## src/rtl/sbr_pkg.sv

```systemverilog
// Shared types and helpers for the serial byte receiver.
// Assumes the system clock frequency is given in Hz.
package sbr_pkg;

    // Synchronized view of the three serial wires.
    typedef struct packed {
        logic rst_l;
        logic dat;
        logic clk_l;
    } line_t;

    // Number of system cycles in a span of microseconds.
    function automatic longint cycles_for_us(input longint hz, input longint us);
        return (hz * us) / 64'd1_000_000;
    endfunction

endpackage

```

## src/rtl/sbr_sync.sv

```systemverilog
// Multi-bit two-flop synchronizer. Each bit is independent.
// Assumes the inputs are quasi-static relative to clk (no bus coherency needed).
module sbr_sync #(
    parameter int          WIDTH     = 3,
    parameter logic [WIDTH-1:0] RST_VAL = '0
) (
    input  logic             clk,
    input  logic             rst_n,
    input  logic [WIDTH-1:0] d_async,
    output logic [WIDTH-1:0] q_sync
);

    generate
        for (genvar i = 0; i < WIDTH; i++) begin : g_bit
            logic meta_q;
            logic sync_q;

            // Two-stage capture of one asynchronous wire.
            always_ff @(posedge clk) begin
                if (!rst_n) begin
                    meta_q <= RST_VAL[i];
                    sync_q <= RST_VAL[i];
                end else begin
                    meta_q <= d_async[i];
                    sync_q <= meta_q;
                end
            end

            assign q_sync[i] = sync_q;
        end
    endgenerate

endmodule

```

## src/rtl/sbr_rst_timer.sv

```systemverilog
// Measures the low time of the synchronized framing reset line and classifies it.
// Medium pulse: soft_clr pulse on release. Long pulse: full_clr pulse once the
// long threshold is reached, while still low. Short pulses are ignored.
// Assumes SHORT_CYC < LONG_CYC.
module sbr_rst_timer #(
    parameter int SHORT_CYC = 50,
    parameter int LONG_CYC  = 2000
) (
    input  logic clk,
    input  logic rst_n,
    input  logic rst_line,
    output logic soft_clr,
    output logic full_clr
);

    localparam int CNT_W = $clog2(LONG_CYC + 1);
    localparam logic [CNT_W-1:0] SHORT_V = CNT_W'(SHORT_CYC);
    localparam logic [CNT_W-1:0] LONG_V  = CNT_W'(LONG_CYC);
    localparam logic [CNT_W-1:0] LAST_V  = CNT_W'(LONG_CYC - 1);

    logic [CNT_W-1:0] low_cnt;

    // Count low cycles with saturation and emit the classified action pulse.
    always_ff @(posedge clk) begin
        if (!rst_n) begin
            low_cnt  <= '0;
            soft_clr <= 1'b0;
            full_clr <= 1'b0;
        end else begin
            soft_clr <= 1'b0;
            full_clr <= 1'b0;
            if (!rst_line) begin
                if (low_cnt < LONG_V) low_cnt <= low_cnt + 1'b1;
                if (low_cnt == LAST_V) full_clr <= 1'b1;
            end else begin
                if (low_cnt >= SHORT_V && low_cnt < LONG_V) soft_clr <= 1'b1;
                low_cnt <= '0;
            end
        end
    end

    p_no_overflow_r9: assert property (@(posedge clk) disable iff (!rst_n)
        low_cnt <= LONG_V);
    p_actions_exclusive_r5: assert property (@(posedge clk) disable iff (!rst_n)
        $onehot0({soft_clr, full_clr}));
    p_soft_after_release_r4: assert property (@(posedge clk) disable iff (!rst_n)
        soft_clr |-> $past(rst_line));
    p_full_while_low_r5: assert property (@(posedge clk) disable iff (!rst_n)
        full_clr |-> !$past(rst_line));

endmodule

```

## src/rtl/sbr_shift.sv

```systemverilog
// Detects falling edges of the synchronized serial clock and assembles bytes,
// MSB first. It ignores edges while the reset line is low. A soft clear drops
// the partial byte. A full clear also drops the last byte and the active flag.
// Assumes clk is at least 8x the serial clock, so edges are at least 2 cycles apart.
module sbr_shift #(
    parameter int DATA_W = 8
) (
    input  logic              clk,
    input  logic              rst_n,
    input  logic              sck,
    input  logic              sda,
    input  logic              line_low,
    input  logic              soft_clr,
    input  logic              full_clr,
    output logic [DATA_W-1:0] rx_byte,
    output logic              byte_valid,
    output logic              rx_active
);

    localparam int BC_W = $clog2(DATA_W);
    localparam logic [BC_W-1:0] LAST_BIT = BC_W'(DATA_W - 1);

    logic              sck_prev;
    logic              fall;
    logic [DATA_W-2:0] shift_q;
    logic [BC_W-1:0]   bit_cnt;

    // Previous serial clock level for edge detection.
    always_ff @(posedge clk) begin
        if (!rst_n) sck_prev <= 1'b0;
        else        sck_prev <= sck;
    end

    assign fall = sck_prev && !sck && !line_low;

    // Shift, count and publish bytes; the clear requests take priority.
    always_ff @(posedge clk) begin
        if (!rst_n) begin
            shift_q    <= '0;
            bit_cnt    <= '0;
            rx_byte    <= '0;
            byte_valid <= 1'b0;
            rx_active  <= 1'b0;
        end else begin
            byte_valid <= 1'b0;
            if (full_clr) begin
                shift_q   <= '0;
                bit_cnt   <= '0;
                rx_byte   <= '0;
                rx_active <= 1'b0;
            end else if (soft_clr) begin
                shift_q <= '0;
                bit_cnt <= '0;
            end else if (fall) begin
                if (bit_cnt == LAST_BIT) begin
                    rx_byte    <= {shift_q, sda};
                    byte_valid <= 1'b1;
                    rx_active  <= 1'b1;
                    bit_cnt    <= '0;
                    shift_q    <= '0;
                end else begin
                    shift_q <= {shift_q[DATA_W-3:0], sda};
                    bit_cnt <= bit_cnt + 1'b1;
                end
            end
        end
    end

    p_valid_single_r1: assert property (@(posedge clk) disable iff (!rst_n)
        byte_valid |=> !byte_valid);
    p_hold_in_reset_r6: assert property (@(posedge clk) disable iff (!rst_n)
        (line_low && !soft_clr && !full_clr) |=> $stable(bit_cnt) && !byte_valid);
    p_full_clears_r5: assert property (@(posedge clk) disable iff (!rst_n)
        full_clr |=> (rx_byte == '0 && !rx_active && bit_cnt == '0));
    p_active_sticky_r7: assert property (@(posedge clk) disable iff (!rst_n)
        (rx_active && !full_clr) |=> rx_active);

endmodule

```

## src/rtl/serial_byte_rx.sv

```systemverilog
// Top level of the serial byte receiver. It synchronizes the three serial wires,
// times the framing reset line, and assembles bytes on falling serial clock edges.
// Assumes clk >= 8x ser_clk. Thresholds are derived from CLK_HZ.
module serial_byte_rx
    import sbr_pkg::*;
#(
    parameter longint CLK_HZ   = 250_000_000,
    parameter int     SHORT_US = 50,
    parameter int     LONG_US  = 2000,
    parameter int     DATA_W   = 8
) (
    input  logic              clk,
    input  logic              rst_n,
    input  logic              ser_clk,
    input  logic              ser_dat,
    input  logic              ser_rst_n,
    output logic [DATA_W-1:0] rx_byte,
    output logic              byte_valid,
    output logic              rx_active,
    output logic              soft_clear,
    output logic              full_reset
);

    localparam int SHORT_CYC = int'(cycles_for_us(CLK_HZ, longint'(SHORT_US)));
    localparam int LONG_CYC  = int'(cycles_for_us(CLK_HZ, longint'(LONG_US)));
    localparam int LINE_W    = $bits(line_t);

    line_t raw_lines;
    line_t sync_lines;

    assign raw_lines = '{rst_l: ser_rst_n, dat: ser_dat, clk_l: ser_clk};

    sbr_sync #(
        .WIDTH   (LINE_W),
        .RST_VAL (LINE_W'(3'b100))
    ) u_sync (
        .clk     (clk),
        .rst_n   (rst_n),
        .d_async (raw_lines),
        .q_sync  (sync_lines)
    );

    sbr_rst_timer #(
        .SHORT_CYC (SHORT_CYC),
        .LONG_CYC  (LONG_CYC)
    ) u_timer (
        .clk      (clk),
        .rst_n    (rst_n),
        .rst_line (sync_lines.rst_l),
        .soft_clr (soft_clear),
        .full_clr (full_reset)
    );

    sbr_shift #(
        .DATA_W (DATA_W)
    ) u_shift (
        .clk        (clk),
        .rst_n      (rst_n),
        .sck        (sync_lines.clk_l),
        .sda        (sync_lines.dat),
        .line_low   (!sync_lines.rst_l),
        .soft_clr   (soft_clear),
        .full_clr   (full_reset),
        .rx_byte    (rx_byte),
        .byte_valid (byte_valid),
        .rx_active  (rx_active)
    );

endmodule

```

## config.mk

```make
export PLATFORM = sky130hd
export DESIGN_NAME = serial_byte_rx
export DESIGN_NICKNAME = d
export VERILOG_FILES = /design/src/rtl/sbr_pkg.sv /design/src/rtl/sbr_sync.sv /design/src/rtl/sbr_rst_timer.sv /design/src/rtl/sbr_shift.sv /design/src/rtl/serial_byte_rx.sv
export SDC_FILE = /design/constraint.sdc
export NUM_CORES = 1
export LEC_CHECK = 0
export BUFFER_PORTS_ARGS = -buffer_cell sky130_fd_sc_hd__clkbuf_2
export CAP_MARGIN = 20
export CORE_MARGIN = 2
export CORE_UTILIZATION = 55
export CTS_CLUSTER_DIAMETER = 150
export CTS_CLUSTER_SIZE = 24
export DETAILED_ROUTE_END_ITERATION = 16
export PLACE_DENSITY = 0.86
export SYNTH_ARGS = -nofsm -noshare
export SYNTH_HDL_FRONTEND = slang
export SYNTH_SLANG_ARGS = --single-unit
```

## constraint.sdc

```tcl
create_clock -name clk -period 2.34 [get_ports clk]
set_input_delay 0.585 -clock clk [delete_from_list [all_inputs] [get_ports clk]]
set_output_delay 0.585 -clock clk [all_outputs]
set_load 0.03 [all_outputs]
```

## Word-level counts from Yosys, hierarchy flattened

Index checks and enable logic that the tools add are counted.

- Register bits after elaboration: 48
- Input bits: 5
- Output and inout bits: 12
- Logic and storage cells: 39

- Add/subtract/negate cells: 2
- Order comparisons: 2
- Equality and inequality tests: 2
- Mux-type cells: 5
- Bitwise operators: 3
- Reductions and logical operators: 10

Operators by type and width:

| cell | number |
|---|---|
| 19-bit by 1-bit adder with 19-bit output, second input constant | 1 |
| 19-bit == test, second input constant | 1 |
| 19-bit by 14-bit greater-or-equal comparator with 1-bit output, second input constant | 1 |
| 19-bit less-than comparator, second input constant | 1 |
| 7-bit 2-to-1 mux | 1 |
| 2-bit OR reduction | 2 |
| 4-bit OR reduction | 1 |
| 3-bit by 1-bit adder with 3-bit output, second input constant | 1 |
| 3-bit == test, second input constant | 1 |
| 1-bit logical AND | 3 |
| 1-bit 2-to-1 mux | 3 |
| 3-bit 2-to-1 mux | 1 |
| 1-bit NOT | 3 |
| 3-bit AND reduction | 1 |
| 3-bit OR reduction | 1 |
| 2-bit AND reduction | 1 |
| 1-bit logical NOT | 1 |

## Logic depth before layout (Yosys ltp)

Gate-level depths: netlist of the first run.

- Depth after elaboration: 5
- Depth in mapped cells: 7
- Gate-level depth less buffers: 6

## Modules after synthesis

Synthesis of the first run repeated with hierarchy kept, for this count alone.

- Cells, all modules: 252
- Area total of the unflattened synthesis: 2190.9 µm²

By module, submodules not included:

| module | times used | cells each | area each (µm²) | seq. area each (µm²) |
|---|---|---|---|---|
| sbr_rst_timer | 1 | 141 | 1153.6 | 420.4 |
| sbr_shift | 1 | 95 | 853.3 | 420.4 |
| sbr_sync | 1 | 15 | 180.2 | 120.1 |
| serial_byte_rx | 1 | 1 | 3.8 | 0.0 |

## Worst setup path before layout of the first run

OpenSTA, ideal clock, no wires.

- Kind: reg2reg
- From: register u_timer.low_cnt[5]
- To: register u_timer.low_cnt[15]
- Setup time: 70 ps
- Arrival: 1642 ps
- Data required time: 2270 ps
- Setup slack: 628 ps
- Cell stages (with the launch flop): 7
- Path buffers: 1
- Clock period less this slack: 1712 ps
- Cells stage by stage: dfxtp_1 -> o31a_1 -> o2111ai_4 -> nand4_2 -> buf_6 -> or3_1 -> a21oi_1

- Longest elaborated chain between the ends: 1
- Elaborated cells between the ends (all ways): 2
- Classes of those cells: 1 x add/sub; 1 x order compare

Ends and longest elaborated chain:

| element | line | RTL |
|---|---|---|
| start, declared | sbr_rst_timer.sv:21 | `logic [CNT_W-1:0] low_cnt;` |
| start signal, assigned | sbr_rst_timer.sv:33 | `if (low_cnt < LONG_V) low_cnt <= low_cnt + 1'b1;` |
| 19-bit by 1-bit adder with 19-bit output or 19-bit less-than comparator (tied branches) | sbr_rst_timer.sv:33 |  |

Parallel ways exist; a longest one is shown, timed or not.
A chain may end at the register's enable or synchronous reset.

## Worst setup path after layout of the first run

- From: register u_timer.low_cnt[5]
- To: register u_timer.low_cnt[17]

The elaborated chain is that of the path after synthesis.

==> results of run 1 <==
[how the worst max path moves through the flow]
stage	startpoint	endpoint	slack, ns	cells after the start
5_1_grt	u_timer.low_cnt[5]$_SDFFE_PP0N_	u_timer.low_cnt[17]$_SDFFE_PP0N_	0.22	5
3_5_place_dp	u_timer.low_cnt[5]$_SDFFE_PP0N_	u_timer.low_cnt[13]$_SDFFE_PP0N_	0.42	5
3_3_place_gp	u_timer.low_cnt[5]$_SDFFE_PP0N_	u_timer.low_cnt[13]$_SDFFE_PP0N_	0.47	5
4_1_cts	u_timer.low_cnt[5]$_SDFFE_PP0N_	u_timer.low_cnt[17]$_SDFFE_PP0N_	0.42	5
2_1_floorplan	u_timer.low_cnt[5]$_SDFFE_PP0N_	u_timer.low_cnt[15]$_SDFFE_PP0N_	0.63	6
6_report	u_timer.low_cnt[5]$_SDFFE_PP0N_	u_timer.low_cnt[17]$_SDFFE_PP0N_	0.40	5
[layer usage]
layer  track usage  vias up  share of wire
li1              -      786              -
met1         0.253      691           0.48
met2         0.307       23           0.47
met3        0.0573        4          0.039
met4        0.0718        0          0.012
met5             0        -              0
[stage by stage]
stage	utilization	hold WS [ns]	area, sq um	cells
final	0.619	0.423	2230	280
after global routing	0.619	0.438	2230	280
after CTS	0.619	0.430	2230	280
after detailed placement	0.594	0.406	2140	273
after global placement	0.594	0.389	2140	273
after floorplan	-	0.386	2050	216
[logic make-up after synthesis]
logic type               Yosys count  share of synthesized area
XOR/XNOR                           8                     0.0343
AO/OA/AOI/OAI                     29                     0.0991
AND/OR/NAND/NOR                   94                      0.248
adder cells (fa/ha/maj)            4                     0.0245
multiplexers                      17                     0.0832
flip-flops                        48                      0.470
buffers and inverters             16                     0.0416
[cells in the mapped netlist (all sizes together) (6+ instances only)]
cell,instances,area share
inv,7,0.013
mux2i,17,0.083
nand3,9,0.024
a21oi,9,0.022
dfxtp,48,0.47
or3,6,0.018
nand2,9,0.017
nand2b,7,0.021
o21ai,7,0.017
nor2,31,0.058
[sequential cells by signal (all words and copies together) (netlist names)]
name and cells:
u_sync.g_bit.sync_q 3, u_shift.rx_active 1, u_timer.low_cnt 19, u_shift.shift_q 7, u_shift.sck_prev 1, u_timer.full_clr 1, u_shift.byte_valid 1, u_sync.g_bit.meta_q 3
u_timer.soft_clr 1, u_shift.bit_cnt 3, u_shift.rx_byte 8
[power groups by stage]
stage	clock network, uW	logic [uW]	registers (uW)
finish	496	29.9	826
global route	541	33.1	827
CTS	512	30.4	826
detailed placement	0	30.2	845
global placement	0	29.2	845
floorplan	0	22.2	844
[final cells by class]
cell class                      count  area share
Sequential cell                    48       0.430
Tap cell                           48      0.0269
Clock inverter                      1     0.00392
Timing Repair Buffer               18      0.0426
Clock buffer                        6      0.0370
Inverter                            7      0.0118
Multi-Input combinational cell    152       0.448
[critical path, cell delays in order (launching register included)]
cell and delay (ns):
dfxtp_1 0.36, o31a_1 0.34, o2111ai_4 0.29, nand4_2 0.32, or3_1 0.43, a21oi_1 0.13
==> results.md, run 1 <==
* Outcome: complete, no violations
* Final Hold Fails at 0
* R2r setup slk at 0.40 ns
* Die H at 65.0 um
* Layout cells sized above 1 at 0.142
* RR Startpoint: u_timer.low_cnt[5]$_SDFFE_PP0N_
* Main synth FF type: dfxtp_1
* Combinational cell fraction of total power at 0.022
* Multi-input gate area at 1000 sq um
* Max Slew Vio Count at 0
* WHS Path Cells at 1
* FF+latch count, synth at 48
* 1st-iter DRT viols at 35
* Worst r2r path cells at 5
* Ys Warns at 0
* Fmax at 517 MHz
* Slew HR at 0.560
* Tmin final at 1.94 ns
* RePlAce Congestion at 0.864
* Largest net degree at the start of global routing at 15
* IO Pins at 17
* Critical Path RT at 2.57 ns
* DRC Markers at 0
* Vias in the first global route at 1325
* Initial antenna violation count at 0
* Worst-path fanout max at 12
* Period utilization at 0.827
* PwrDens at 605 nW/um^2
* Seq pwr share at 0.611
* Die ar. at 4220 sq um
* Clock tree root buffer cell: clkbuf_8
* First-pass GRT wire length at 6200 um
* Clock buffer count from CTS at 5
* Postcts setup bufs at 0
* Clock power frac at 0.367
* Avg WL per Cell at 13.2 um
* CTS Buffer Depth at 2
* Worst-Margin Slew at 0.658 ns
* Remaining antenna violation count after routing at 0
* Most frequent cells in the layout: dfxtp_1, nor2_1, mux2i_1, clkbuf_2
* Net Sw Frac at 0.208
* Cell Area, Synth at 2050 sq um
* Drt first pass iters at 4
* Sequential fraction of the synthesis area at 0.470
* Port bufs at 16
* Net switching power at 281 uW
* Area Overhead vs Synth at 9.17%
* Maxcap violations at 0
* Register area at 961 sq um
* Antenna Cells at 0
* Ys async rst share at 0
* Post-layout worst setup margin at 0.404 ns
* CTS Sinks at 48
* Crit Reg-Reg Endpoint: u_timer.low_cnt[17]$_SDFFE_PP0N_
* Post_cts resized at 0
* Setup TNS at 0 ns
* Vias at 1504
* CP Launch Type: flop
* Row count at 22
* Worst skew pair latency at 0.30 ns
* Total GRT Usage at 0.195
* TritonCTS clock tree: built
* Initial core utilization at 0.567
* Hpwl dp at 2640 um
* Worst EP arrival at 2.17 ns
* Cts-stage hold buffer count at 0
* Final Skew at 0.00598 ns
* Cells after synthesis at 216
* WS Path Type: flop to flop
* Hold EP: u_sync.g_bit[2].sync_q$_SDFF_PN1_
* Post-synth EDFFs at 0
* Post-Place Worst Slack at 0.424 ns
* Peak supply drop at 0.519 mV
* Final Setup Violations at 0
* Chip width at 65.0 um
* Fill cells at 291
* Crit path capture type: flop
* Leak pwr at 0.000858 uW
* Post-Syn Nets at 225
* Int Pwr at 1070 uW
* Congestion Overflow GR at 0
* Net count, final at 241
* Most common cell after layout, fill and taps aside: dfxtp_1
* Cell variety after synth at 44
* RSZ-0062 raised after global routing: no
* H-tree Lvls at 2
* Worst-path clk slew at 0.08 ns
* Critical hold path startpoint: u_sync.g_bit[2].meta_q$_SDFF_PN1_
* Worst min path class: flop to flop
* Vias per Instance at 5.37
* Total Routed Length at 3690 um
* Core area at 3610 sq um
* Mapped Avg Cell Area at 9.47 sq um
* Power, Total at 1350 uW
Power figures use the tool's default switching activity.
==> inputs of run 2 (changes only) <==
==> constraint.sdc (replaced) <==
create_clock -name clk -period 1.85 [get_ports clk]
set_input_delay 0.4625 -clock clk [delete_from_list [all_inputs] [get_ports clk]]
set_output_delay 0.4625 -clock clk [all_outputs]
set_load 0.03 [all_outputs]
==> run 2 against run 1 <==
  * Highest routed layer unchanged
  * Count of clock-buffer cells in the layout fell by 1
  * Flip-flop and latch count did not move
  * Via count increased by 7.9%
==> results.md, run 2 (synthesis results as in run 1) <==
* Outcome: complete, no violations (unchanged)
* Antenna Cells at 0 (unchanged)
* Vias per Instance at 5.56 (was 5.37)
* Final Skew at 0.00709 ns (was 0.00598 ns)
* IO Pins at 17 (unchanged)
* Worst EP arrival at 2.07 ns (was 2.17 ns)
* Die ar. at 4220 sq um (unchanged)
* Final Util at 0.664 (was 0.619)
* Final Setup Violations at 0 (unchanged)
* Cts-stage hold buffer count at 0 (unchanged)
* Most common cell after layout, fill and taps aside: dfxtp_1 (unchanged)
* Fmax at 548 MHz (was 517 MHz)
* Clock tree root buffer cell: clkbuf_8 (unchanged)
* Avg WL per Cell at 14.5 um (was 13.2 um)
* Worst r2r path cells at 5 (unchanged)
* Crit path capture type: flop (unchanged)
* Leak pwr at 0.000941 uW (was 0.000858 uW)
* Total GRT Usage at 0.211 (was 0.195)
* Top flop regs: u_timer.low_cnt (19), u_shift.rx_byte (8), u_shift.shift_q (7) (unchanged)
* DRC Markers at 0 (unchanged)
* Peak supply drop at 0.665 mV (was 0.519 mV)
* Critical Path RT at 2.09 ns (was 2.57 ns)
* Initial antenna violation count at 0 (unchanged)
* Setup TNS at 0 ns (unchanged)
* Maxcap violations at 0 (unchanged)
* Tmin final at 1.82 ns (was 1.94 ns)
* Die H at 65.0 um (unchanged)
* Remaining antenna violation count after routing at 0 (unchanged)
* Post-Place Worst Slack at 0.0378 ns (was 0.424 ns)
* Worst min path class: input pin to flop (was flop to flop)
* Net count, final at 253 (was 241)
* Worst skew pair latency at 0.31 ns (was 0.30 ns)
* Largest net degree at the start of global routing at 17 (was 15)
* Drt first pass iters at 4 (unchanged)
* WHS Path Cells at 2 (was 1)
* Clock buffer count from CTS at 5 (unchanged)
* H-tree Lvls at 2 (unchanged)
* Most frequent cells in the layout: dfxtp_1, nor2_1, mux2i_1, clkbuf_2, buf_4 (was dfxtp_1, nor2_1, mux2i_1, clkbuf_2)
* Crit Reg-Reg Endpoint: u_timer.low_cnt[13]$_SDFFE_PP0N_ (was u_timer.low_cnt[17]$_SDFFE_PP0N_)
* CTS Sinks at 48 (unchanged)
* Chip width at 65.0 um (unchanged)
* Critical hold path startpoint: ser_rst_n (was u_sync.g_bit[2].meta_q$_SDFF_PN1_)
* Vias in the first global route at 1483 (was 1325)
* TritonCTS clock tree: built (unchanged)
* RR Startpoint: u_timer.low_cnt[5]$_SDFFE_PP0N_ (unchanged)
* CP Launch Type: flop (unchanged)
* Total Routed Length at 4230 um (was 3690 um)
* Worst-Margin Slew at 0.643 ns (was 0.658 ns)
* Congestion Overflow GR at 0 (unchanged)
* Post-layout worst setup margin at 0.0256 ns (was 0.404 ns)
* Worst-path clk slew at 0.08 ns (about the same)
* Biggest register: u_timer.low_cnt (unchanged)
* Max reg flops at 19 (unchanged)
* Slew HR at 0.570 (was 0.560)
* Final Hold Fails at 0 (unchanged)
* RePlAce Congestion at 0.860 (was 0.864)
* Row count at 22 (unchanged)
* Max Slew Vio Count at 0 (unchanged)
* WS Path Type: flop to flop (unchanged)
* Period utilization at 0.986 (was 0.827)
* 1st-iter DRT viols at 50 (was 35)
* Initial core utilization at 0.567 (unchanged)
* Layout cells sized above 1 at 0.189 (was 0.142)
* RSZ-0062 raised after global routing: yes (was no)
* First-pass GRT wire length at 6670 um (was 6200 um)
* Core area at 3610 sq um (unchanged)
* Port bufs at 16 (unchanged)
* Hold EP: u_sync.g_bit[2].meta_q$_SDFF_PN1_ (was u_sync.g_bit[2].sync_q$_SDFF_PN1_)
* Power, Total at 1950 uW (was 1350 uW)
* Hold Slack at 0.332 ns (was 0.423 ns)
* Hpwl dp at 2860 um (was 2640 um)
* R2r setup slk at 0.03 ns (was 0.40 ns)
* Worst-path fanout max at 8 (was 12)
* Vias at 1623 (was 1504)
* Area Overhead vs Synth at 17.0% (was 9.17%)
* PwrDens at 814 nW/um^2 (was 605 nW/um^2)
* CTS Buffer Depth at 2 (unchanged)
[run 2: where the power goes]
| part | leakage [uW] | total, uW | switching (uW) | internal (uW) |
|---|---|---|---|---|
| registers | 0.000388 | 1040 | 4.21 | 1040 |
| clock network | 0.0000642 | 864 | 333 | 531 |
| logic | 0.000489 | 39.6 | 23.2 | 16.4 |
| total | 0.000941 | 1950 | 360 | 1590 |
[run 2: worst max-delay path, stage by stage (launching register included)]
cell	delay (ns)
dfxtp_1	0.32
o31a_1	0.34
o2111ai_4	0.33
nand4_4	0.21
or3_1	0.44
a21oi_2	0.14
[run 2: final cells by class]
| class | count | area [sq um] |
|---|---|---|
| inverters | 7 | 26.3 |
| clock inverters | 2 | 60.1 |
| well taps | 48 | 60.1 |
| repair buffers | 30 | 189 |
| clock buffers | 5 | 68.8 |
| flip-flops and latches | 48 | 961 |
| multi-input cells | 152 | 1030 |
| fillers | 282 | 1210 |
[run 2: per-layer routing]
layer | GRT usage | vias to the layer above | routed length (um)
li1 | - | 812 | -
met1 | 0.262 | 771 | 1870
met4 | 0.0878 | 0 | 110
met3 | 0.0625 | 9 | 146
met2 | 0.340 | 31 | 2100
met5 | 0 | - | 0
[run 2: how the worst max path moves through the flow]
stage / from / endpoint / slack [ns]
2_1_floorplan: u_timer.low_cnt[5]$_SDFFE_PP0N_ / u_timer.low_cnt[15]$_SDFFE_PP0N_ / 0.14
3_3_place_gp: u_timer.low_cnt[9]$_SDFFE_PP0N_ / u_timer.low_cnt[16]$_SDFFE_PP0N_ / 0.13
3_5_place_dp: u_timer.low_cnt[9]$_SDFFE_PP0N_ / u_timer.low_cnt[16]$_SDFFE_PP0N_ / 0.04
4_1_cts: u_timer.low_cnt[9]$_SDFFE_PP0N_ / u_timer.low_cnt[16]$_SDFFE_PP0N_ / 0.03
5_1_grt: u_timer.low_cnt[5]$_SDFFE_PP0N_ / u_timer.low_cnt[13]$_SDFFE_PP0N_ / -0.05
6_report: u_timer.low_cnt[5]$_SDFFE_PP0N_ / u_timer.low_cnt[13]$_SDFFE_PP0N_ / 0.03
[run 2: what timing repair did]
action	CTS	global route
resized for setup	0	6
buffers inserted	0	1
setup endpoints to repair	0	12
hold endpoints to repair	0	0
[run 2: through the flow]
step	area (sq um)	instances
2_1_floorplan	2050	216
4_1_cts	2350	291
6_report	2390	292
5_1_grt	2390	292
3_3_place_gp	2220	284
3_5_place_dp	2220	284
==> inputs of run 3 (changes only) <==
--- a/config.mk
+++ b/config.mk
@@ -7,6 +7,7 @@
 export LEC_CHECK = 0
 export BUFFER_PORTS_ARGS = -buffer_cell sky130_fd_sc_hd__clkbuf_2
 export CAP_MARGIN = 20
+export CORE_ASPECT_RATIO = 0.8
 export CORE_MARGIN = 2
 export CORE_UTILIZATION = 55
 export CTS_CLUSTER_DIAMETER = 150
==> run 3 against run 2 <==
  * Clock skew fell by 0.0037 ns
  * Die area barely moved
  * Register-to-register slack improved by 0.03 ns
  * Wire length fell by 4.6%
  * Combinational power barely moved
  * Sequential share of layout area rose by 0.43 points
  * Global-route usage fell by 0.16 points
  * Flip-flop and latch count did not move
  * Highest routed layer unchanged
==> results.md, run 3 (synthesis results as in run 1) <==
* Outcome: complete, no violations (unchanged)
* Final Util at 0.680 (was 0.664)
* Most common cell after layout, fill and taps aside: dfxtp_1 (unchanged)
* H-tree Lvls at 2 (unchanged)
* Worst-path clk slew at 0.09 ns (was 0.08 ns)
* Congestion Overflow GR at 0 (unchanged)
* Final Hold Fails at 0 (unchanged)
* Total Routed Length at 4040 um (was 4230 um)
* TritonCTS clock tree: built (unchanged)
* Slowest-stage cell, CP: or4_1 (was or3_1)
* Remaining antenna violation count after routing at 0 (unchanged)
* CTS Buffer Depth at 2 (unchanged)
* Avg WL per Cell at 14.0 um (was 14.5 um)
* Chip width at 72.2 um (was 65.0 um)
* Worst skew pair latency at 0.30 ns (was 0.31 ns)
* Clock buffer count from CTS at 5 (unchanged)
* Top flop regs: u_timer.low_cnt (19), u_shift.rx_byte (8), u_shift.shift_q (7) (unchanged)
* Worst-Margin Slew at 0.444 ns (was 0.643 ns)
* Initial antenna violation count at 0 (unchanged)
* Peak supply drop at 0.636 mV (was 0.665 mV)
* Vias per Instance at 5.55 (was 5.56)
* PwrDens at 780 nW/um^2 (was 814 nW/um^2)
* Fmax at 558 MHz (was 548 MHz)
* Clock tree root buffer cell: clkbuf_8 (unchanged)
* DRC Markers at 0 (unchanged)
* Seq pwr share at 0.563 (was 0.536)
* Area Overhead vs Synth at 16.2% (was 17.0%)
* Worst-path fanout max at 9 (was 8)
* 1st-iter DRT viols at 88 (was 50)
* Total GRT Usage at 0.209 (was 0.211)
* IO Pins at 17 (unchanged)
* Worst EP arrival at 2.03 ns (was 2.07 ns)
* Row count at 19 (was 22)
* Core area at 3490 sq um (was 3610 sq um)
* Net switching power at 391 uW (was 360 uW)
* Antenna Cells at 0 (unchanged)
* Critical Path RT at 2.09 ns (about the same)
* Max Slew Vio Count at 0 (unchanged)
* Postcts setup bufs at 0 (unchanged)
* Crit path capture type: flop (unchanged)
* Vias at 1599 (was 1623)
* WS Path Type: flop to flop (unchanged)
* Final Skew at 0.00339 ns (was 0.00709 ns)
* Clock power frac at 0.415 (was 0.444)
* Worst min path class: input pin to flop (unchanged)
* RePlAce Congestion at 0.878 (was 0.860)
* Combinational cell fraction of total power at 0.021 (was 0.020)
* Maxcap violations at 0 (unchanged)
* Layout cells sized above 1 at 0.203 (was 0.189)
* CTS Sinks at 48 (unchanged)
* Biggest register: u_timer.low_cnt (unchanged)
* CP max stage delay at 0.43 ns (was 0.44 ns)
* RSZ-0062 raised after global routing: yes (unchanged)
* Hpwl dp at 2960 um (was 2860 um)
* First-pass GRT wire length at 6700 um (was 6670 um)
* Period utilization at 0.968 (was 0.986)
* Net Sw Frac at 0.211 (was 0.185)
* Worst path cell trace: or2_0 > o2111ai_4 > nand3_4 > or4_1 > a21oi_1 (was o31a_1 > o2111ai_4 > nand4_4 > or3_1 > a21oi_2)
* Net count, final at 254 (was 253)
* Max reg flops at 19 (unchanged)
* Int Pwr at 1460 uW (was 1590 uW)
* Vias in the first global route at 1439 (was 1483)
* Most frequent cells in the layout: dfxtp_1, nor2_1, mux2i_1, clkbuf_2, buf_4 (unchanged)
* Initial core utilization at 0.585 (was 0.567)
* Final Setup Violations at 0 (unchanged)
* CP Launch Type: flop (unchanged)
* Die ar. at 4230 sq um (was 4220 sq um)
* Tmin final at 1.79 ns (was 1.82 ns)
* Largest net degree at the start of global routing at 17 (unchanged)
* Die H at 58.6 um (was 65.0 um)
* Leak pwr at 0.000936 uW (was 0.000941 uW)
* Port bufs at 16 (unchanged)
* Slew HR at 0.702 (was 0.570)
* Cts-stage hold buffer count at 0 (unchanged)
* Drt first pass iters at 4 (unchanged)
* Power, Total at 1850 uW (was 1950 uW)
## run 3: cell count changes in the layout (fill, tap and decap cells not counted), sizes merged
| cell | before | now |
|---|---|---|
| clkinv | 0 | 2 |
| buf | 14 | 15 |
| bufinv | 2 | 1 |
## run 3: timing repair
item                       in CTS  in global routing
resized for setup               1                  5
pin swaps                       0                  1
setup endpoints to repair       1                  5
## run 3: path summary, 6_finish.rpt
check                                       to  slack [ns]  cells after the start                              start
min reg2reg  u_sync.g_bit[2].sync_q$_SDFF_PN1_        0.44                      1  u_sync.g_bit[2].meta_q$_SDFF_PN1_
max reg2reg   u_timer.low_cnt[16]$_SDFFE_PP0N_        0.06                      5    u_timer.low_cnt[9]$_SDFFE_PP0N_
max           u_timer.low_cnt[16]$_SDFFE_PP0N_        0.06                      5    u_timer.low_cnt[9]$_SDFFE_PP0N_
min          u_sync.g_bit[2].meta_q$_SDFF_PN1_        0.34                      2                          ser_rst_n
## run 3: per-stage QoR
stage | hold slack (ns) | TNS (ns) | instance area [sq um] | instances | setup WS (ns)
2_1_floorplan | 0.386 | 0 | 2050 | 216 | 0.138
3_3_place_gp | 0.393 | 0 | 2230 | 280 | 0.119
3_5_place_dp | 0.415 | 0 | 2230 | 280 | 0.0562
4_1_cts | 0.340 | 0 | 2360 | 288 | 0.0397
5_1_grt | 0.339 | -0.0176 | 2380 | 288 | -0.0127
6_report | 0.340 | 0 | 2380 | 288 | 0.0583
## run 3: metal layers
metal | vias to the layer above | track usage | wire, um
met2 | 28 | 0.322 | 1870
met5 | - | 0 | 0
met4 | 0 | 0.0889 | 53
met3 | 7 | 0.0599 | 141
met1 | 750 | 0.277 | 1980
li1 | 814 | - | -
## run 3: power by group through the flow
| stage | combinational (uW) | sequential, uW | clock, uW |
|---|---|---|---|
| floorplan | 28.1 | 1070 | 0 |
| global placement | 38.0 | 1070 | 0 |
| detailed placement | 39.0 | 1070 | 0 |
| CTS | 39.9 | 1040 | 785 |
| global route | 43.4 | 1050 | 834 |
| finish | 39.7 | 1040 | 770 |
## run 3: critical path: cells and delay by family, from the launching register on
family	cells	cell delay, ns
simple gates	3	0.91
flops	1	0.35
compound gates	2	0.47
## run 3: final cells by class
| class | instances | area, sq um |
|---|---|---|
| multi-input cells | 152 | 1020 |
| flip-flops and latches | 48 | 965 |
| fillers | 260 | 1120 |
| well taps | 42 | 52.6 |
| clock buffers | 5 | 68.8 |
| repair buffers | 31 | 193 |
| clock inverters | 3 | 47.5 |
| inverters | 7 | 26.3 |
